## config.mk

```make
export PLATFORM = sky130hd
export DESIGN_NAME = strap_latch_top
export DESIGN_NICKNAME = d
export VERILOG_FILES = /design/src/rtl/strap_pkg.sv /design/src/rtl/strap_capture.sv /design/src/rtl/strap_fs_reg.sv /design/src/rtl/strap_pin_dir.sv /design/src/rtl/strap_latch_top.sv
export SDC_FILE = /design/constraint.sdc
export NUM_CORES = 1
export LEC_CHECK = 0
export ABC_AREA = 1
export BUFFER_PORTS_ARGS = -buffer_cell sky130_fd_sc_hd__buf_4
export CAP_MARGIN = 20
export CORE_MARGIN = 3
export CORE_UTILIZATION = 41
export CTS_CLUSTER_DIAMETER = 30
export DETAILED_ROUTE_END_ITERATION = 8
export PLACE_DENSITY_LB_ADDON = 0.15
export SETUP_SLACK_MARGIN = 0.05
export SKIP_LAST_GASP = 1
export SLEW_MARGIN = 20
export SYNTH_ARGS = -nofsm -noshare
export SYNTH_HDL_FRONTEND = slang
export SYNTH_SLANG_ARGS = --single-unit
```

## constraint.sdc

```tcl
create_clock -name clk_i -period 1.3 [get_ports clk_i]
set_clock_uncertainty 0.05 [all_clocks]
set_input_delay 0.13 -clock clk_i [delete_from_list [all_inputs] [get_ports clk_i]]
set_output_delay 0.13 -clock clk_i [all_outputs]
set_load 0.05 [all_outputs]
```

## src/rtl/strap_pkg.sv

```systemverilog
package strap_pkg;
  localparam int FS_W  = 4;
  localparam int REG_W = 8;

  // register bit positions that software decodes
  localparam int FS0_BIT  = 4;
  localparam int FS1_BIT  = 5;
  localparam int FS2_BIT  = 6;
  localparam int FS3_BIT  = 1;
  localparam int OVR_BIT  = 3;
  localparam int MODE_BIT = 0;

  typedef struct packed {
    logic            pm_mode;
    logic            mult;
    logic            cpu_mode;
    logic [FS_W-1:0] fs;
  } strap_t;

  localparam int STRAP_W = $bits(strap_t);

  typedef enum logic {ST_WAIT, ST_DONE} lat_state_e;
endpackage

```

## src/rtl/strap_capture.sv

```systemverilog
module strap_capture
  import strap_pkg::*;
(
  input  logic   clk_i,
  input  logic   rst_ni,
  input  strap_t raw_i,
  input  logic   pwrgd_ni,
  output strap_t lat_o,
  output logic   done_o,
  output logic   fire_o
);
  lat_state_e state_q;
  strap_t     lat_q;

  // mode 0 ignores power-good; mode 1 waits for its first low sample
  assign fire_o = (state_q == ST_WAIT) && (!raw_i.cpu_mode || !pwrgd_ni);

  always_ff @(posedge clk_i or negedge rst_ni) begin
    if (!rst_ni) begin
      state_q <= ST_WAIT;
      lat_q   <= '0;
    end else if (fire_o) begin
      state_q <= ST_DONE;
      lat_q   <= raw_i;
    end
  end

  assign lat_o  = lat_q;
  assign done_o = (state_q == ST_DONE);
endmodule

```

## src/rtl/strap_fs_reg.sv

```systemverilog
module strap_fs_reg
  import strap_pkg::*;
(
  input  logic             clk_i,
  input  logic             rst_ni,
  input  logic             fire_i,
  input  logic [FS_W-1:0]  raw_fs_i,
  input  logic [FS_W-1:0]  lat_fs_i,
  input  logic             cpu_mode_i,
  input  logic             we_i,
  input  logic [REG_W-1:0] wdata_i,
  output logic [REG_W-1:0] rdata_o,
  output logic [FS_W-1:0]  fs_eff_o
);
  logic            ovr_q;
  logic [FS_W-1:0] sw_fs_q;
  logic [FS_W-1:0] wr_fs;

  assign wr_fs = {wdata_i[FS3_BIT], wdata_i[FS2_BIT], wdata_i[FS1_BIT], wdata_i[FS0_BIT]};

  always_ff @(posedge clk_i or negedge rst_ni) begin
    if (!rst_ni) begin
      ovr_q   <= 1'b0;
      sw_fs_q <= '0;
    end else begin
      if (fire_i) sw_fs_q <= raw_fs_i;
      if (we_i) begin
        ovr_q <= wdata_i[OVR_BIT];
        if (ovr_q) sw_fs_q <= wr_fs;  // enable must precede the write
      end
    end
  end

  assign fs_eff_o = ovr_q ? sw_fs_q : lat_fs_i;

  always_comb begin
    rdata_o           = '0;
    rdata_o[FS0_BIT]  = fs_eff_o[0];
    rdata_o[FS1_BIT]  = fs_eff_o[1];
    rdata_o[FS2_BIT]  = fs_eff_o[2];
    rdata_o[FS3_BIT]  = fs_eff_o[3];
    rdata_o[OVR_BIT]  = ovr_q;
    rdata_o[MODE_BIT] = cpu_mode_i;
  end
endmodule

```

## src/rtl/strap_pin_dir.sv

```systemverilog
module strap_pin_dir #(
  parameter int N_STRAP = 7
) (
  input  logic           done_i,
  input  logic           cpu_mode_i,
  output logic [N_STRAP:0] oe_o
);
  for (genvar g = 0; g < N_STRAP; g++) begin : g_strap_oe
    assign oe_o[g] = done_i;
  end
  // power-good pin turns into an output only when its function is unused
  assign oe_o[N_STRAP] = done_i && !cpu_mode_i;
endmodule

```

## src/rtl/strap_latch_top.sv

```systemverilog
module strap_latch_top
  import strap_pkg::*;
(
  input  logic             clk_i,
  input  logic             rst_ni,
  input  logic [FS_W-1:0]  fs_strap_i,
  input  logic             cpu_mode_strap_i,
  input  logic             mult_strap_i,
  input  logic             pm_mode_strap_i,
  input  logic             pwrgd_ni,
  input  logic             reg_we_i,
  input  logic [REG_W-1:0] reg_wdata_i,
  output logic [REG_W-1:0] reg_rdata_o,
  output logic [FS_W-1:0]  fs_lat_o,
  output logic             cpu_mode_o,
  output logic             mult_o,
  output logic             pm_mode_o,
  output logic [FS_W-1:0]  fs_eff_o,
  output logic             clk_en_o,
  output logic [STRAP_W:0] pin_oe_o
);
  strap_t raw, lat;
  logic   done, fire;

  assign raw = '{pm_mode: pm_mode_strap_i, mult: mult_strap_i,
                 cpu_mode: cpu_mode_strap_i, fs: fs_strap_i};

  strap_capture u_cap (
    .clk_i   (clk_i),
    .rst_ni  (rst_ni),
    .raw_i   (raw),
    .pwrgd_ni(pwrgd_ni),
    .lat_o   (lat),
    .done_o  (done),
    .fire_o  (fire)
  );

  strap_fs_reg u_reg (
    .clk_i     (clk_i),
    .rst_ni    (rst_ni),
    .fire_i    (fire),
    .raw_fs_i  (raw.fs),
    .lat_fs_i  (lat.fs),
    .cpu_mode_i(lat.cpu_mode),
    .we_i      (reg_we_i),
    .wdata_i   (reg_wdata_i),
    .rdata_o   (reg_rdata_o),
    .fs_eff_o  (fs_eff_o)
  );

  strap_pin_dir #(.N_STRAP(STRAP_W)) u_dir (
    .done_i    (done),
    .cpu_mode_i(lat.cpu_mode),
    .oe_o      (pin_oe_o)
  );

  assign fs_lat_o   = lat.fs;
  assign cpu_mode_o = lat.cpu_mode;
  assign mult_o     = lat.mult;
  assign pm_mode_o  = lat.pm_mode;
  assign clk_en_o   = done;
endmodule

```

* Yosys cells after proc, flatten, opt, wreduce, memory -nomap -nowiden
Cells that the tools add are included.
** Cells by class
- Mux-type cells :: 4
- Bitwise gates (word level) :: 1
- Reductions and logical operators :: 6
** Operators with widths (count)
- $mux 4 :: 4
- $logic_not 1->1 :: 3
- $logic_and 1x1->1 :: 2
- $logic_or 1x1->1 :: 1
- $not 1->1 :: 1
** Storage, ports and cells
- Register bits :: 13
- Logic and storage cells :: 18

* Logic depth before layout (Yosys ltp)
- Depth after elaboration :: 6
- Gate-level depth with buffers :: 6
- Gate-level depth less buffers :: 5

* Modules after synthesis
Synthesis repeated with hierarchy kept, for this count alone.
** Second synthesis, totals
- Cells, all modules :: 99
- Area, all modules :: 744.5 um2
** Modules (own cells, without submodules)
- strap_fs_reg :: instances 1, cells an instance 56, area each 360.3 um2, sequential area each 125.1 um2
- strap_capture :: instances 1, cells an instance 34, area each 321.6 um2, sequential area each 200.2 um2
- strap_pin_dir :: instances 1, cells an instance 9, area each 62.6 um2, sequential area each 0.0 um2

* Worst setup path before layout
Ideal clock, no wire load.
- Path type :: register -> output
- Start point :: register u_cap.lat_q, in the netlist u_cap.lat_o[3]
- End point :: output port reg_rdata_o[1]
- Arrival time :: 2.238 ns
- Setup slack :: -1.118 ns
- Stages on the path, launching flop included :: 4
- Buffers on the path :: 1
- Path through :: dfrtp_1 > inv_1 > o21ai_0 > buf_4
** Between the ends
- Cells in the longest elaborated chain, start to end :: 1
** Ends and longest elaborated chain
- start: declaration :: RTL line strap_capture.sv:13 : strap_t lat_q;
- start signal: assignment :: RTL line strap_capture.sv:24 : lat_q <= raw_i;
- $mux 4 :: RTL line strap_fs_reg.sv:34 : assign fs_eff_o = ovr_q ? sw_fs_q : lat_fs_i;
- end: declaration :: RTL line strap_latch_top.sv:13 : output logic [REG_W-1:0] reg_rdata_o,
No other way between the ends.

* Worst setup path after layout
- Start point :: register u_reg.ovr_q
- End point :: output port fs_eff_o[2]
** Between the ends
- Cells in the longest elaborated chain, start to end :: 1
** Ends and longest elaborated chain
- start: declaration :: RTL line strap_fs_reg.sv:15 : logic ovr_q;
- start signal: assignment :: RTL line strap_fs_reg.sv:28 : ovr_q <= wdata_i[OVR_BIT];
- $mux 4 :: RTL line strap_fs_reg.sv:34
- end: declaration :: RTL line strap_latch_top.sv:18 : output logic [FS_W-1:0] fs_eff_o,
No other way between the ends.

==> flow_summary.ini <==
[clock_tree]
cts_tree = done
max-clock-path-buffers = 2
cts_sinks = 13
clk_latency_ns = 0.27
cts.clk_slew.worst_paths_ns = 0.08
cts_buffers = 3
htree_levels = 1
clock-root-buffer = clkbuf_4

[drt]
postRouteAntennaNets = 0
dr.pass1.iters = 4
avgRoutedWirePerCell_um = 12.4
drtIter0Drc = 17
drt-total-wl_um = 1940
viasPerCell = 4.61
drc = 0
num_vias = 724

[worst_setup_path]
cp-end-kind = primary output
cp_max_fo = 6
r2r_end = u_reg.sw_fs_q[0]
slowest_stage = dfrtp_2
r2r_start = u_reg.ovr_q
slowest_delay_ns = 0.46
path_class = flip-flop to primary output
ff2ff_path_depth = 6
required_ns = 1.12
endpoint = fs_eff_o[2]
crit_start = u_reg.ovr_q
ff2ff_setup_slack_ns = 0.08
crit_chain = buf_4 > o21ai_4 > buf_6
startpoint_type = flip-flop
crit_arrival_ns = 1.24

[placement]
placed_cell_area_um2 = 1030
pre_cts_slack_ns = 0.0733
dp.final_hpwl_um = 1320
port_buffers = 41
gp_congestion = 0.751

[synthesis]
synth_edf_count = 0
avgSynthCellArea_um2 = 7.96
seq_area_frac_synth_pct = 44.4
ys_types = 15
syn-cell-area_um2 = 732
synth-async-reset-ratio_pct = 100
yosysWarnings = 0
postSynthCellCount = 92
synth_top_flop_cell = dfrtp_1
ys_ff_latch = 13

[run]
cap_violations = 0

[timing]
final.setup.tns_ns = -0.789
finalSetupViolCount = 8
fmax_mhz = 706
setup_slack_ns = -0.116
grt_setup_unrepaired = yes
drv_slew = 0
fin_crit_ns = 1.42
hold_slack_ns = 0.0334
fin_crit_sh_pct = 109
finalHoldViolations = 0

[finish]
fin_nets = 153
fill_cells = 110
area_growth_syn_to_layout_pct = 68.0
utilization_pct = 77.2
final_common_cell = buf_4
drive_above_1_share_pct = 57.9
final_area_um2 = 1230
antenna_cells = 0
mostFrequentLayoutCells = buf_4 (30), buf_6 (19), nand2_1 (15)

[hold_path]
min_path_type = primary input to flip-flop

[global_route]
grt_max_degree = 14
antenna_found_initial = 0
gr-total-overflow = 0
track_usage_pct = 17.4
grt_pass1_wl_um = 2740
grt_pass1_vias = 683

[pwr]
p_leak_nw = 0.647
power_frac_comb_pct = 39.6
clock_power_share_pct = 21.7
p_int_w = 0.000736
p_sw_w = 0.000427
seqPwrFrac_pct = 38.7
p_per_area_nw_per_um2 = 946
ir_drop_uv = 687
switching_share_pct = 36.7

[die]
die_y_um = 48.3
ios = 47
start_util_pct = 45.9
die_x_um = 48.3
die-area_um2 = 2330
core_um2 = 1590
rows = 14

[outcome]
run_status = finished with violations
violations = setup timing
==> cell usage after synthesis (2+ instances only) <==
cell type	number	area share, %
dfrtp_1	13	44
nand2_4	2	3.1
buf_4	15	15
a21oi_1	4	2.7
nand3_1	4	2.7
nor2_1	13	6.7
nand2_1	18	9.2
inv_2	2	1.0
inv_1	8	4.1
o21ai_0	8	5.5
==> power by group through the flow <==
stage | clock, W | sequential, W | combinational (W)
final | 0.000252 | 0.000450 | 0.000461
after global routing | 0.000269 | 0.000454 | 0.000486
after CTS | 0.000262 | 0.000450 | 0.000457
after detailed placement | 0 | 0.000458 | 0.000385
after global placement | 0 | 0.000457 | 0.000379
after floorplan | 0 | 0.000446 | 0.000312
==> critical path, delay by kind of cell (launching register included) <==
kind,cells,cell delay (ns)
flip-flops,1,0.46
buffers and inverters,2,0.34
AO/OA/AOI/OAI,1,0.15
==> flip-flops by register name, summed over array words and instances (netlist names) <==
name / cells
u_cap.done_o: 1
u_cap.lat_o: 7
u_reg.ovr_q: 1
u_reg.sw_fs_q: 4
==> kinds of logic (layout without fill, tap and decap cells) <==
logic type | count (synthesis) | in the layout | synth area share, %
other | 1 | 2 | 0.512
buffers and inverters | 27 | 67 | 22.7
muxes | 1 | 1 | 1.54
and+or+nand+nor | 38 | 38 | 22.6
DFF | 13 | 13 | 44.4
AOI/OAI and AO/OA | 12 | 12 | 8.21
==> per-stage QoR <==
stage	power (W)	instances
final	0.00116	157
after global routing	0.00121	157
after CTS	0.00117	155
after detailed placement	0.000843	145
after global placement	0.000837	145
after floorplan	0.000758	93
==> worst min-delay path by stage <==
stage               slack [ns]  cells after the start          endpoint           start
finish                    0.03                      3  u_reg.sw_fs_q[1]  reg_wdata_i[5]
global route              0.03                      3  u_reg.sw_fs_q[1]  reg_wdata_i[5]
CTS                       0.03                      3  u_reg.sw_fs_q[1]  reg_wdata_i[5]
detailed placement       -0.07                      1  u_reg.sw_fs_q[1]          rst_ni
global placement         -0.07                      1  u_reg.sw_fs_q[1]          rst_ni
floorplan                -0.22                      0      u_cap.done_o          rst_ni
==> final cells by class <==
cell class / instances / area, µm² / area share, %
Clock buffer: 4 / 26.3 / 2.14
Inverter: 10 / 42.5 / 3.46
Timing Repair Buffer: 53 / 489 / 39.8
Multi-Input combinational cell: 53 / 309 / 25.1
Sequential cell: 13 / 333 / 27.1
Tap cell: 24 / 30.0 / 2.44
==> per-layer routing <==
metal / vias up / global-route usage (%) / share of wire, %
met1: 336 / 18.8 / 39
li1: 349 / - / -
met2: 33 / 29.2 / 53
met4: 0 / 10.2 / 2.0
met5: - / 0 / 0
met3: 6 / 5.90 / 6.7
==> repair_timing <==
item	CTS	global route
pin swaps	0	0
hold endpoints to repair	15	0
resized for setup	17	12
setup buffers	3	2
hold buffers	3	0
setup endpoints to repair	10	21
Power figures use the tool's default switching activity.
